<file path="config.mk">
export PLATFORM = sky130hd
export DESIGN_NAME = irrx_sampler
export DESIGN_NICKNAME = d
export VERILOG_FILES = /design/src/rtl/irrx_pkg.sv /design/src/rtl/irrx_tick.sv /design/src/rtl/irrx_run.sv /design/src/rtl/irrx_buf.sv /design/src/rtl/irrx_sampler.sv
export SDC_FILE = /design/constraint.sdc
export NUM_CORES = 1
export LEC_CHECK = 0
export BUFFER_PORTS_ARGS = -buffer_cell sky130_fd_sc_hd__buf_4
export CAP_MARGIN = 20
export CORE_UTILIZATION = 35
export DETAILED_ROUTE_END_ITERATION = 6
export GPL_ROUTABILITY_DRIVEN = 0
export GPL_TIMING_DRIVEN = 0
export SKIP_LAST_GASP = 1
export SYNTH_ARGS = -nofsm -noshare
export SYNTH_HDL_FRONTEND = slang
export SYNTH_HIERARCHICAL = 1
export SYNTH_SLANG_ARGS = --single-unit
export TNS_END_PERCENT = 10
</file>
<file path="constraint.sdc">
create_clock -name clk -period 9.2 [get_ports clk]
set_clock_uncertainty 0.15 [all_clocks]
set_input_delay 0.46 -clock clk [delete_from_list [all_inputs] [get_ports clk]]
set_output_delay 0.46 -clock clk [all_outputs]
set_load 0.02 [all_outputs]
</file>
<file path="src/rtl/irrx_pkg.sv">
package irrx_pkg;
   // Width of the run-length field inside one sample byte
   localparam int RUN_W = 7;

   // One sample: space flag in the top bit, run length below it
   typedef struct packed {
      logic             space;
      logic [RUN_W-1:0] len;
   } irrx_smp_t;

   localparam int SMP_W = $bits(irrx_smp_t);
endpackage

</file>
<file path="src/rtl/irrx_tick.sv">
module irrx_tick #(
   parameter int CLK_PER_US    = 50,
   parameter int PER_W         = 8,
   parameter int DEF_PERIOD_US = 50
) (
   input  logic             clk,
   input  logic             rst_n,
   input  logic             en,
   input  logic [PER_W-1:0] period,
   output logic             tick
);
   localparam logic [PER_W-1:0] DEF_P = PER_W'(DEF_PERIOD_US);

   logic             us_tick;
   logic [PER_W-1:0] eff;
   logic [PER_W-1:0] per_cnt;

   // Microsecond prescaler: removed entirely when the clock already runs at 1 MHz
   generate
      if (CLK_PER_US == 1) begin : g_nodiv
         assign us_tick = en;
      end else begin : g_div
         localparam int DIV_W = $clog2(CLK_PER_US);
         localparam logic [DIV_W-1:0] LAST = DIV_W'(CLK_PER_US - 1);
         logic [DIV_W-1:0] div_cnt;
         always_ff @(posedge clk) begin
            if (!rst_n || !en) div_cnt <= '0;
            else if (div_cnt == LAST) div_cnt <= '0;
            else div_cnt <= div_cnt + 1'b1;
         end
         assign us_tick = en && (div_cnt == LAST);
      end
   endgenerate

   assign eff = (period == '0) ? DEF_P : period;

   always_ff @(posedge clk) begin
      if (!rst_n || !en) per_cnt <= '0;
      else if (us_tick) begin
         if (per_cnt >= eff - 1'b1) per_cnt <= '0;
         else per_cnt <= per_cnt + 1'b1;
      end
   end

   assign tick = us_tick && (per_cnt >= eff - 1'b1);
endmodule

</file>
<file path="src/rtl/irrx_run.sv">
module irrx_run
   import irrx_pkg::*;
(
   input  logic      clk,
   input  logic      rst_n,
   input  logic      en,
   input  logic      tick,
   input  logic      lvl,
   output logic      smp_vld,
   output irrx_smp_t smp,
   output logic      ovf
);
   localparam logic [RUN_W-1:0] RUN_MAX = {RUN_W{1'b1}};

   logic             active;
   logic             cur_lvl;
   logic [RUN_W-1:0] cnt;

   always_ff @(posedge clk) begin
      if (!rst_n) begin
         active  <= 1'b0;
         cur_lvl <= 1'b0;
         cnt     <= '0;
         smp_vld <= 1'b0;
         smp     <= '0;
         ovf     <= 1'b0;
      end else begin
         smp_vld <= 1'b0;
         ovf     <= 1'b0;
         if (!en) begin
            active <= 1'b0;
         end else if (tick) begin
            if (!active) begin
               // first tick after enabling only opens a run
               active  <= 1'b1;
               cur_lvl <= lvl;
               cnt     <= RUN_W'(1);
            end else if (lvl != cur_lvl) begin
               if (cnt != '0) begin
                  smp_vld   <= 1'b1;
                  smp.space <= ~cur_lvl;
                  smp.len   <= cnt;
               end
               cur_lvl <= lvl;
               cnt     <= RUN_W'(1);
            end else if (cnt == RUN_MAX - 1'b1) begin
               // saturated piece; same level continues from zero
               smp_vld   <= 1'b1;
               smp.space <= ~cur_lvl;
               smp.len   <= RUN_MAX;
               ovf       <= 1'b1;
               cnt       <= '0;
            end else begin
               cnt <= cnt + 1'b1;
            end
         end
      end
   end
endmodule

</file>
<file path="src/rtl/irrx_buf.sv">
module irrx_buf #(
   parameter int HALF_DEPTH = 4,
   parameter int SMP_W      = 8,
   localparam int HW        = $clog2(HALF_DEPTH),
   localparam int AW        = HW + 1,
   localparam int DEPTH     = 2 * HALF_DEPTH
) (
   input  logic             clk,
   input  logic             rst_n,
   input  logic             smp_vld,
   input  logic [SMP_W-1:0] smp_byte,
   input  logic             ovf,
   input  logic             ovf_en,
   input  logic             pend_clr,
   input  logic [AW-1:0]    rd_addr,
   output logic [SMP_W-1:0] rd_data,
   output logic             half_sel,
   output logic             pend
);
   logic [AW-1:0]    wptr;
   logic             half_done;
   logic             pend_set;
   logic [SMP_W-1:0] lane_rd [DEPTH];

   // one storage lane per buffer entry
   generate
      for (genvar i = 0; i < DEPTH; i++) begin : g_lane
         logic [SMP_W-1:0] q;
         always_ff @(posedge clk) begin
            if (!rst_n) q <= '0;
            else if (smp_vld && (wptr == AW'(i))) q <= smp_byte;
         end
         assign lane_rd[i] = q;
      end
   endgenerate

   assign rd_data   = lane_rd[rd_addr];
   assign half_done = smp_vld && (wptr[HW-1:0] == {HW{1'b1}});
   assign pend_set  = half_done || (ovf && ovf_en);

   always_ff @(posedge clk) begin
      if (!rst_n) begin
         wptr     <= '0;
         half_sel <= 1'b0;
         pend     <= 1'b0;
      end else begin
         if (smp_vld) wptr <= wptr + 1'b1;
         if (half_done) half_sel <= wptr[AW-1];
         if (pend_set) pend <= 1'b1;
         else if (pend_clr) pend <= 1'b0;
      end
   end
endmodule

</file>
<file path="src/rtl/irrx_sampler.sv">
module irrx_sampler
   import irrx_pkg::*;
#(
   parameter int CLK_PER_US    = 50,
   parameter int PER_W         = 8,
   parameter int DEF_PERIOD_US = 50,
   parameter int HALF_DEPTH    = 4,
   localparam int AW           = $clog2(HALF_DEPTH) + 1
) (
   input  logic             clk,
   input  logic             rst_n,
   input  logic             rx_in,
   input  logic             cfg_en,
   input  logic             cfg_invert,
   input  logic [PER_W-1:0] cfg_period,
   input  logic             cfg_irq_en,
   input  logic             cfg_ovf_irq_en,
   input  logic             pend_clr,
   input  logic [AW-1:0]    rd_addr,
   output logic [SMP_W-1:0] rd_data,
   output logic             half_sel,
   output logic             rx_pend,
   output logic             irq
);
   // elaboration-time parameter checks
   generate
      if (CLK_PER_US < 1) begin : g_bad_clk
         $error("CLK_PER_US must be at least 1");
      end
      if (HALF_DEPTH < 2 || (HALF_DEPTH & (HALF_DEPTH - 1)) != 0) begin : g_bad_depth
         $error("HALF_DEPTH must be a power of two, at least 2");
      end
      if (DEF_PERIOD_US < 1 || DEF_PERIOD_US >= (1 << PER_W)) begin : g_bad_def
         $error("DEF_PERIOD_US must fit in PER_W bits and be non-zero");
      end
   endgenerate

   logic             tick;
   logic             lvl;
   logic             smp_vld;
   irrx_smp_t        smp;
   logic [SMP_W-1:0] smp_byte;
   logic             ovf_evt;

   assign lvl      = rx_in ^ cfg_invert;
   assign smp_byte = smp;

   irrx_tick #(
      .CLK_PER_US   (CLK_PER_US),
      .PER_W        (PER_W),
      .DEF_PERIOD_US(DEF_PERIOD_US)
   ) u_tick (
      .clk   (clk),
      .rst_n (rst_n),
      .en    (cfg_en),
      .period(cfg_period),
      .tick  (tick)
   );

   irrx_run u_run (
      .clk    (clk),
      .rst_n  (rst_n),
      .en     (cfg_en),
      .tick   (tick),
      .lvl    (lvl),
      .smp_vld(smp_vld),
      .smp    (smp),
      .ovf    (ovf_evt)
   );

   irrx_buf #(
      .HALF_DEPTH(HALF_DEPTH),
      .SMP_W     (SMP_W)
   ) u_buf (
      .clk     (clk),
      .rst_n   (rst_n),
      .smp_vld (smp_vld),
      .smp_byte(smp_byte),
      .ovf     (ovf_evt),
      .ovf_en  (cfg_ovf_irq_en),
      .pend_clr(pend_clr),
      .rd_addr (rd_addr),
      .rd_data (rd_data),
      .half_sel(half_sel),
      .pend    (rx_pend)
   );

   assign irq = rx_pend & cfg_irq_en;
endmodule

</file>
==> run metrics, run 1 <==
run status=completed; cts-stage hold buffer count=0; NumNets Final=around 580; Syn Nets=approximately 540; Critical Path AT=~4.5 ns; Final Power=just under 900 uW; gr usage total=0.1616; CTS tree=built; core area=13930 sq um; WP data required=approximately 9.3 ns; Hold Fails Final Rpt=0; Vias=roughly 3.6k; Hold Path Class=in2reg; Die H=about 120 um; first-pass GRT wire length=18550 um; yosys warns=6; worst slew pin tran=~0.66 ns; Avg Inst Size Synth=around 10 sq um; Peak Freq=230.2 MHz; Static Leakage=roughly 0.0025 uW; Filler cells=1368; Worst-path clk slew=roughly 0.070 ns; Final Cell Area=5728 sq um; total grt overflow=0; WL per Instance=between 15 and 20 um; setup TNS=0 ns; fraction of final layout cells with drive strength greater than 1=0.1463; DRT Pass-1 Iters=4; final WL=10960 um; Final Worst Setup Slack=~5 ns; Pwr per Cell Area=about 150 nW/um^2; vias in the first global route=between 3k and 4k; Post-DRT Antenna Nets=0; initial antenna violation count=0; maximum VDD drop=~0.14 mV; Die Area=approximately 15000 sq um; Clock Sink Count=between 100 and 150; CTS H-tree lvls=3; diode count=0; Post-CTS Setup Inserts=0; Worst-Skew Late Latency=0.34 ns; sequential share of power=0.508; path type of the worst setup path=in2reg; Net Sw Power=just under 200 uW; post-synth cell types=48; Max-Cap Viols=0; prevailing post-synth register cell=dfxtp_1; Clock Tree Buf Depth=2; min cycle time layout=about 4.3 ns; unrepaired setup endpoints after global routing=false; P&R area growth vs syn=14.54%; Die Wd=between 100 and 150 um; most common cell after layout, fill and taps aside=dfxtp_1; largest net degree at the start of global routing=18; Initial Util=0.3589; cell taking the most area after synthesis=dfxtp_1; P_int=between 600 and 700 uW; DRT iter0 DRCs=about 260; max-slew violation count=0; Hold WS=roughly 0.25 ns; I/O Buffers=26; Worst setup EP type=flop; top cell type's share of synthesized area=0.4083; Mapped Cells=498; Clk Tree Root Cell=clkbuf_16; cts bufs inserted=9; placed cell areas=around 5400 sq um; sequential share of the synthesized area=0.4083; clock network fraction of total power=0.447; Startpoint Class=input pin; Final setup viols=0; Post-synth EDFFs=0; row count=43; worst-path fanout max=9; worst rel slew slack=0.5568; Setup WS pre-CTS=about 4.5 ns; commonest cells after routing, fill and taps aside=dfxtp_1 (102), nor2_1 (69), mux2i_1 (58), nand2_1 (42), buf_4 (27); number of remaining DRC errors=0; DP HPWL=between 7000 and 8000 um; post-cts resize count=0; via/cell ratio=5.043; Comb pwr share=0.046; Sw Ratio=0.2216; Ports=30; #FFs+latches synth=between 100 and 150; period utilization=0.4721; Post-synth ARST share=0; top cells by area, synth=dfxtp_1 (41%), mux2i_1 (12%), mux4_1 (6.3%); Synth Cell Area=roughly 5000 sq um
routing by layer:
layer | global-route usage | up-vias | wire length [um]
met5 | 0 | - | 0
met4 | 0.04321 | 0 | 136
met3 | 0.02903 | 11 | 301
met2 | 0.2898 | 52 | 5612
met1 | 0.1975 | 1744 | 4910
li1 | - | 1824 | -
final timing paths:
| kind | endpoint | start | cells after the start | slack, ns |
|---|---|---|---|---|
| max reg2reg | u_run/smp[5] | u_tick/per_cnt[0] | 11 | 5.91 |
| max | u_run/smp[5] | cfg_period[2] | 16 | 4.86 |
| min | u_buf/pend | cfg_ovf_irq_en | 3 | 0.25 |
| min reg2reg | u_buf/g_lane[3].q[0] | u_buf/g_lane[3].q[0] | 2 | 0.30 |
stage by stage:
step / std cells / util
global route: 720 / 0.4111
CTS: 720 / 0.4111
floorplan: 498 / -
global placement: 704 / 0.3891
finish: 720 / 0.4111
detailed placement: 704 / 0.3891
registers in the layout, summed over array words and instances (netlist names):
| register | cells |
|---|---|
| u_run/ovf | 1 |
| u_buf/pend | 1 |
| u_tick/per_cnt | 8 |
| u_run/smp | 8 |
| u_tick/g_div.div_cnt | 6 |
| u_buf/wptr | 3 |
| u_run/cnt | 7 |
| u_buf/half_sel | 1 |
| u_run/smp_vld | 1 |
| u_run/active | 1 |
| u_buf/g_lane.q | 64 |
| u_run/cur_lvl | 1 |
cell type report:
class,instances,area [sq um],area share
repair buffers,26,195.2,0.03408
multi-input cells,352,2755,0.4810
flip-flops and latches,102,2042,0.3565
well taps,180,225.2,0.03932
plain buffers,34,166.4,0.02905
inverters,10,37.54,0.006553
clock inverters,6,67.56,0.01180
clock buffers,10,239.0,0.04172
cells in the mapped netlist, types with 2 or more instances:
| master | instances |
|---|---|
| o21ai_0 | 10 |
| o211a_1 | 2 |
| mux2i_1 | 58 |
| ha_1 | 21 |
| nand3_1 | 26 |
| mux4_2 | 4 |
| nand3b_1 | 3 |
| a21oi_1 | 22 |
| nand2b_1 | 3 |
| nor2_1 | 69 |
| buf_2 | 9 |
| and2_1 | 4 |
| or4_4 | 2 |
| nor3_1 | 4 |
| a211oi_1 | 9 |
| a21boi_0 | 2 |
| clkbuf_1 | 22 |
| mux2_4 | 4 |
| nand4_1 | 4 |
| nand2_1 | 42 |
| mux4_1 | 12 |
| xnor2_1 | 16 |
| inv_1 | 9 |
| dfxtp_1 | 102 |
| mux2_2 | 4 |
| nand3_2 | 2 |
| a21o_1 | 2 |
| nor4_1 | 4 |
| xor2_1 | 8 |
cells by family after synthesis:
| logic type | share of synthesized area |
|---|---|
| buffers and inverters | 0.04078 |
| multiplexers | 0.2182 |
| AO/OA/AOI/OAI | 0.07180 |
| XOR/XNOR | 0.04203 |
| flip-flops | 0.4083 |
| adder cells (fa/ha/maj) | 0.05254 |
| AND/OR/NAND/NOR | 0.1664 |
critical path: stages:
cell and delay [ns]:
buf_4 0.13, or4_4 0.56, nor3_4 0.24, nor2_1 0.07
ha_1 0.24, or3b_1 0.18, xor2_1 0.07, ha_1 0.29
nand4_1 0.09, o311ai_2 0.62, and2_1 0.29, and2_1 0.14
clkbuf_1 0.33, o311ai_4 0.18, a21oi_4 0.36, mux2i_1 0.23
power by group through the flow:
stage                     Clock [uW]  Combinational, uW  Sequential, uW
after global routing             414               43.5             442
after CTS                        397               40.2             442
after global placement             0               38.9             452
final                            389               39.7             442
after detailed placement           0               40.0             452
after floorplan                    0               24.9             452
No activity file was read; power rests on OpenSTA's default activity.
==> run 2, diff against run 1 <==
Settings changed: ABC_AREA set to 1.
Clock period 9.2 ns to 3.98 ns, I/O delays scaled along.
==> run metrics, run 2 <==
run status=completed; Die Wd=124.6 um (+2.6%); Post-DRT Antenna Nets=0 (unchanged); top flop regs=u_buf/g_lane.q x64, u_run/smp x8, u_tick/per_cnt x8; crit-path cells=buf_4 > nor2_2 > nand2_1 > nor2_2 > nor2_1 > ha_1 > nor3b_1 > nand4_1 > nand2_1 > inv_1 > ha_1 > nand2_1 > nor2_1 > nand2_1 > nand2_1 > nand2_1 > inv_1 > nand3_1 > nor2_2 > nand2_2 > buf_6 > a21oi_1 > nor2_1; Hold Fails Final Rpt=0 (unchanged); Peak Freq=around 340 MHz; commonest cells after routing, fill and taps aside=nand2_1 (178), inv_1 (118), dfxtp_1 (102), a21oi_1 (81), o21ai_0 (74); CP delay by family, top=simple AND/OR/NAND/NOR gates; diode count=0 (unchanged); Slowest cell on crit path=nor3b_1; WP data required=4.06 ns (-5.27 ns); Critical Path AT=3.07 ns (-1.40 ns); Worst-path clk slew=0.07 ns (about the same); Post-synth ARST share=0 (unchanged); Clock Tree Buf Depth=2 (unchanged); maximum VDD drop=0.1988 mV (+45%); DRT Pass-1 Iters=7 (+3); period utilization=0.7498; number of flip-flops under the largest register name=64 (unchanged); Reg2Reg Depth=16 (+5); fraction of final layout cells with drive strength greater than 1=0.1117 (-0.03463); WL per Instance=12.74 um (-16%); max-slew violation count=0 (unchanged); most frequent cell after synthesis=nand2_1; Clk Tree Root Cell=clkbuf_16; Worst Hold Depth=3 (unchanged); Clock Sink Count=102 (unchanged); met2 Use GR=0.2619 (-0.02783); I/O Buffers=26 (unchanged); # placed instances=972 (+38%); CP Buf/Inv Count=4 (+2); Final setup viols=0 (unchanged); CP startpoint=cfg_period[2]; cell taking the most area after synthesis=dfxtp_1; Initial Util=0.3608 (+0.001912); CTS H-tree lvls=3 (unchanged); initial antenna violation count=0 (unchanged); Static Leakage=0.002657 uW (+8.2%); Startpoint Class=input pin; top cell type's share of synthesized area=0.3879 (-0.02038); Avg Inst Size Synth=6.908 sq um (-31%); min cycle time layout=around 3.0 ns; DP HPWL=8909 um (+14%); worst slew pin tran=0.5118 ns (-0.1520 ns); number of remaining DRC errors=0 (unchanged); total grt overflow=0 (unchanged); top cells by area, synth=dfxtp_1 (39%), nand2_1 (13%), inv_1 (8.4%); vias in the first global route=4086 (+11%); #FFs+latches synth=102 (unchanged); CP Depth=23 (+7); largest net degree at the start of global routing=16 (-2); post-synth cell types=35 (-27%); via/cell ratio=4.712 (-6.6%); Top Usage Layer GRT=met2; fin cells=990 (+38%); Synth Cell Area=5264 sq um (+5.3%); Worst path max stage delay=0.40 ns (-0.22 ns); Post-synth top cells=nand2_1 (178), inv_1 (118), dfxtp_1 (102); cts bufs inserted=9 (unchanged); final WL=12610 um (+15%); Ports=30 (unchanged); Worst setup EP type=flop; worst rel slew slack=0.6583 (+0.1016); gr usage total=0.1664 (+0.004800); Max-Cap Viols=0 (unchanged); Vias=4665 (+28%); setup TNS=0 ns (unchanged); FF-to-FF Start=u_tick/per_cnt[0]; Die Area=15530 sq um (+5.2%); Mapped Cells=762 (+53%); row count=44 (+2.3%); CP most frequent cell=nand2_1; Die H=124.6 um (+2.6%); Worst-Skew Late Latency=0.34 ns (about the same); CP endpoint=u_run/smp[0]; most common cell after layout, fill and taps aside=nand2_1; P&R area growth vs syn=13.88%; NumNets Final=842 (+46%); Pwr per Cell Area=336.8 nW/um^2 (+120%); worst-path fanout max=10 (+1); Most flops, register=u_buf/g_lane.q; Reg2Reg Setup Slack=1.59 ns (-4.32 ns); unrepaired setup endpoints after global routing=false; prevailing post-synth register cell=dfxtp_1; met1 Use GR=0.2281 (+0.03059); CTS tree=built; sequential share of the synthesized area=0.3879 (-0.02038); Syn Nets=802 (+49%); Hold Path Class=in2reg; Post-synth EDFFs=0 (unchanged); GR met3 Demand/Resource=0.03308 (+0.004049); path type of the worst setup path=in2reg; Worst R2R End=u_run/smp[0]; yosys warns=6 (unchanged); first-pass GRT wire length=20750 um (+12%); DRT iter0 DRCs=260 (-1.5%); core area=14590 sq um (+4.7%)
[run 2: cell count changes in the layout (fill, tap and decap cells not counted), sizes merged, moves of 11 or more]
| cell | delta |
|---|---|
| nand3 | +30 |
| clkbuf | -12 |
| nand2 | +145 |
| mux4 | -16 |
| inv | +110 |
| a21oi | +59 |
| xnor2 | -11 |
| mux2i | -58 |
| o21ai | +64 |
[run 2: logic make-up after synthesis]
logic type	count (synthesis)	synth area share
flip-flops	102	0.3879
buffers and inverters	151	0.1198
XOR/XNOR	11	0.01830
AND/OR/NAND/NOR	315	0.2660
AO/OA/AOI/OAI	162	0.1581
adder cells (fa/ha/maj)	21	0.04992
[run 2: worst min path at each step]
stage                                    start  slack, ns                    to
after CTS                                rst_n       0.06         u_run/smp_vld
after global routing                     rst_n       0.08          u_run/cnt[1]
after global placement    u_buf/g_lane[5].q[2]       0.29  u_buf/g_lane[5].q[2]
after detailed placement  u_buf/g_lane[4].q[4]       0.29  u_buf/g_lane[4].q[4]
after floorplan                         cfg_en       0.18          u_run/active
final                                    rst_n       0.08          u_run/active
[run 2: stage by stage]
stage	hold WS, ns	total power [uW]	util	worst slack [ns]	area [sq um]
after floorplan	0.1847	1154	-	1.163	5264
after global placement	0.2904	1209	0.3900	0.6497	5689
after detailed placement	0.2947	1210	0.3900	0.6480	5689
final	0.07624	2019	0.4109	0.9957	5995
after global routing	0.08041	2109	0.4109	0.5815	5995
after CTS	0.05541	2044	0.4109	0.9881	5995
[run 2: final cells by class]
cell class	count	area, sq um
Fill cell	1548	8594
Multi-Input combinational cell	509	2591
Sequential cell	102	2042
Inverter	121	454.2
Clock buffer	11	252.7
Tap cell	184	230.2
Timing Repair Buffer	29	225.2
Buffer	30	176.4
Clock inverter	4	22.52
[run 2: power by group]
group          switching [uW]  total [uW]  internal [uW]  leakage [uW]
clock                     380         831            452      0.000137
sequential              0.900        1020           1020      0.000821
combinational             105         166           61.1       0.00170
[run 2: worst reg2reg max path, delay by kind of cell (launching register included)]
family / cells / cell delay, ns
buf+inv: 3 / 0.35
simple gates: 11 / 0.91
flops: 1 / 0.39
fa+ha+maj: 1 / 0.28
compound gates: 1 / 0.18
[run 2: per-layer routing]
| layer | vias to the layer above | routed length [um] |
|---|---|---|
| li1 | 2484 | - |
| met1 | 2078 | 6197 |
| met2 | 88 | 5651 |
| met3 | 15 | 569 |
| met4 | 0 | 190 |
| met5 | - | 0 |
[run 2: timing repair]
item                                    4_1_cts  5_1_grt
resized for setup                             0        0
hold buffers                                  3        0
endpoints found under the hold margin         2        0
endpoints found under the setup margin        0        0
buffers inserted                              0        0
==> run 3, diff against run 2 <==
Clock period 3.98 ns to 2.7 ns, I/O delays scaled along.
==> run metrics, run 3 (same netlist as run 2, synthesis figures left out) <==
run status=completed; Initial Util=0.3608 (unchanged); Die Wd=124.6 um (unchanged); Filler cells=1531 (-1.1%); core area=14590 sq um (unchanged); Startpoint Class=input pin; final WL=12250 um (-2.8%); first-pass GRT wire length=20960 um (+1.0%); Worst Hold Depth=5 (+2); Most flops, register=u_buf/g_lane.q; unrepaired setup endpoints after global routing=true; Ports=30 (unchanged); Worst-path clk slew=0.06 ns (about the same); via/cell ratio=4.667 (-0.96%); Final Cell Area=6190 sq um (+3.3%); vias in the first global route=4343 (+6.3%); CTS tree=built; Setup WS pre-CTS=-0.3878 ns (-1.036 ns); Clk Tree Root Cell=clkbuf_16; fin cells=997 (+0.71%); I/O Buffers=26 (unchanged); Peak Freq=roughly 390 MHz; Worst path max stage delay=0.26 ns (-0.14 ns); total grt overflow=0 (unchanged); Post-DRT Antenna Nets=0 (unchanged); worst slew pin tran=0.5286 ns (+0.01677 ns); row count=44 (unchanged); top flop regs=u_buf/g_lane.q x64, u_run/smp x8, u_tick/per_cnt x8; Worst-Skew Late Latency=0.34 ns (about the same); # placed instances=972 (unchanged); Final Worst Setup Slack=0.1430 ns (-0.8526 ns); Die Area=15530 sq um (unchanged); Worst setup EP type=flop; Hold Path Class=in2reg; DRT iter0 DRCs=266 (+2.3%); worst-path fanout max=10 (unchanged); fraction of final layout cells with drive strength greater than 1=0.1451 (+0.03348); WL per Instance=12.29 um (-3.5%); number of flip-flops under the largest register name=64 (unchanged); Static Leakage=0.002728 uW (+2.7%); max-slew violation count=0 (unchanged); placed cell areas=5699 sq um (+0.18%); Critical Path AT=2.64 ns (-0.43 ns); DRT Pass-1 Iters=5 (-2); min cycle time layout=~2.6 ns; initial antenna violation count=0 (unchanged); period utilization=0.9470; largest net degree at the start of global routing=16 (unchanged); maximum VDD drop=0.3009 mV (+51%); Clock Tree Buf Depth=2 (unchanged); P&R area growth vs syn=17.59%; CTS H-tree lvls=3 (unchanged); worst rel slew slack=0.6476 (-0.01071); NumNets Final=849 (+0.83%); Reg2Reg Depth=16 (unchanged); Clock Sink Count=102 (unchanged); path type of the worst setup path=in2reg; DP HPWL=8711 um (-2.2%); Max-Cap Viols=0 (unchanged); number of remaining DRC errors=0 (unchanged); Vias=4653 (-0.26%); Pwr per Cell Area=485.2 nW/um^2 (+44%); Hold Fails Final Rpt=0 (unchanged); WP data required=2.78 ns (-1.28 ns); Slowest cell on crit path=ha_1; cts bufs inserted=9 (unchanged); gr usage total=0.1653 (-0.001076); Die H=124.6 um (unchanged); commonest cells after routing, fill and taps aside=nand2_1 (173), inv_1 (117), dfxtp_1 (102), a21oi_1 (76), o21ai_0 (73); Final setup viols=0 (unchanged); crit-path cells=buf_4 > nor2_4 > nand2_2 > nor2_4 > nor2_2 > ha_2 > nor3b_4 > buf_4 > xnor2_2 > inv_1 > ha_1 > nand2_1 > nor2_1 > nand2_1 > nand2_1 > nand2_2 > inv_4 > nand3_4 > nor2_4 > nand2_4 > buf_6 > a21oi_1 > nor2_1; most common cell after layout, fill and taps aside=nand2_1; diode count=0 (unchanged)
-- run 3: cell type report --
type | count | area [sq um] | area share
multi-input combinational | 509 | 2715 | 0.4386
sequential | 102 | 2042 | 0.3299
inverter | 121 | 456.7 | 0.07378
timing repair buffer | 36 | 284.0 | 0.04589
clock buffer | 12 | 266.5 | 0.04306
tap | 184 | 230.2 | 0.03719
buffer | 30 | 176.4 | 0.02850
clock inverter | 3 | 18.77 | 0.003032
-- run 3: layer usage --
| metal | wire, um | share of wire | track usage | up-vias |
|---|---|---|---|---|
| met3 | 557 | 0.045 | 0.03265 | 10 |
| li1 | - | - | - | 2499 |
| met2 | 5371 | 0.44 | 0.2613 | 85 |
| met4 | 100 | 0.0082 | 0.04252 | 0 |
| met5 | 0 | 0 | 0 | - |
| met1 | 6220 | 0.51 | 0.2291 | 2059 |
-- run 3: what timing repair did --
| item | CTS | global route |
|---|---|---|
| pin swaps | 1 | 15 |
| setup buffers | 1 | 5 |
| setup endpoints to repair | 6 | 19 |
| hold buffers | 5 | 0 |
| endpoints found under the hold margin | 4 | 0 |
| gates resized for setup | 2 | 29 |
-- run 3: critical path, delay by kind of cell --
family	cells	cell delay (ns)
AND/OR/NAND/NOR	14	1.26
XOR/XNOR	1	0.11
AO/OA/AOI/OAI	1	0.13
adder cells (fa/ha/maj)	2	0.43
buffers and inverters	5	0.55
-- run 3: path summary, 6_finish.rpt --
kind                                              to                 start  slack (ns)
worst max-delay path                    u_run/smp[7]         cfg_period[0]        0.14
worst min-delay path                   u_run/cur_lvl                 rx_in        0.12
worst max register to register          u_run/smp[7]     u_tick/per_cnt[0]        0.50
worst min register to register  u_buf/g_lane[0].q[2]  u_buf/g_lane[0].q[2]        0.30
-- run 3: report_power, final --
part | switching [uW] | internal [uW]
combinational | 161 | 97.3
sequential | 1.42 | 1510
clock | 544 | 694
total | 706 | 2300
-- run 3: through the flow --
stage               TNS [ns]  utilization  hold slack, ns  total power [uW]
floorplan                  0            -          0.1207              1702
global placement      -5.061       0.3907          0.2522              1782
detailed placement    -4.767       0.3907          0.2556              1783
CTS                 -0.01145       0.4148          0.1173              3043
global route         -0.4323       0.4243          0.1638              3138
finish                     0       0.4243          0.1173              3003
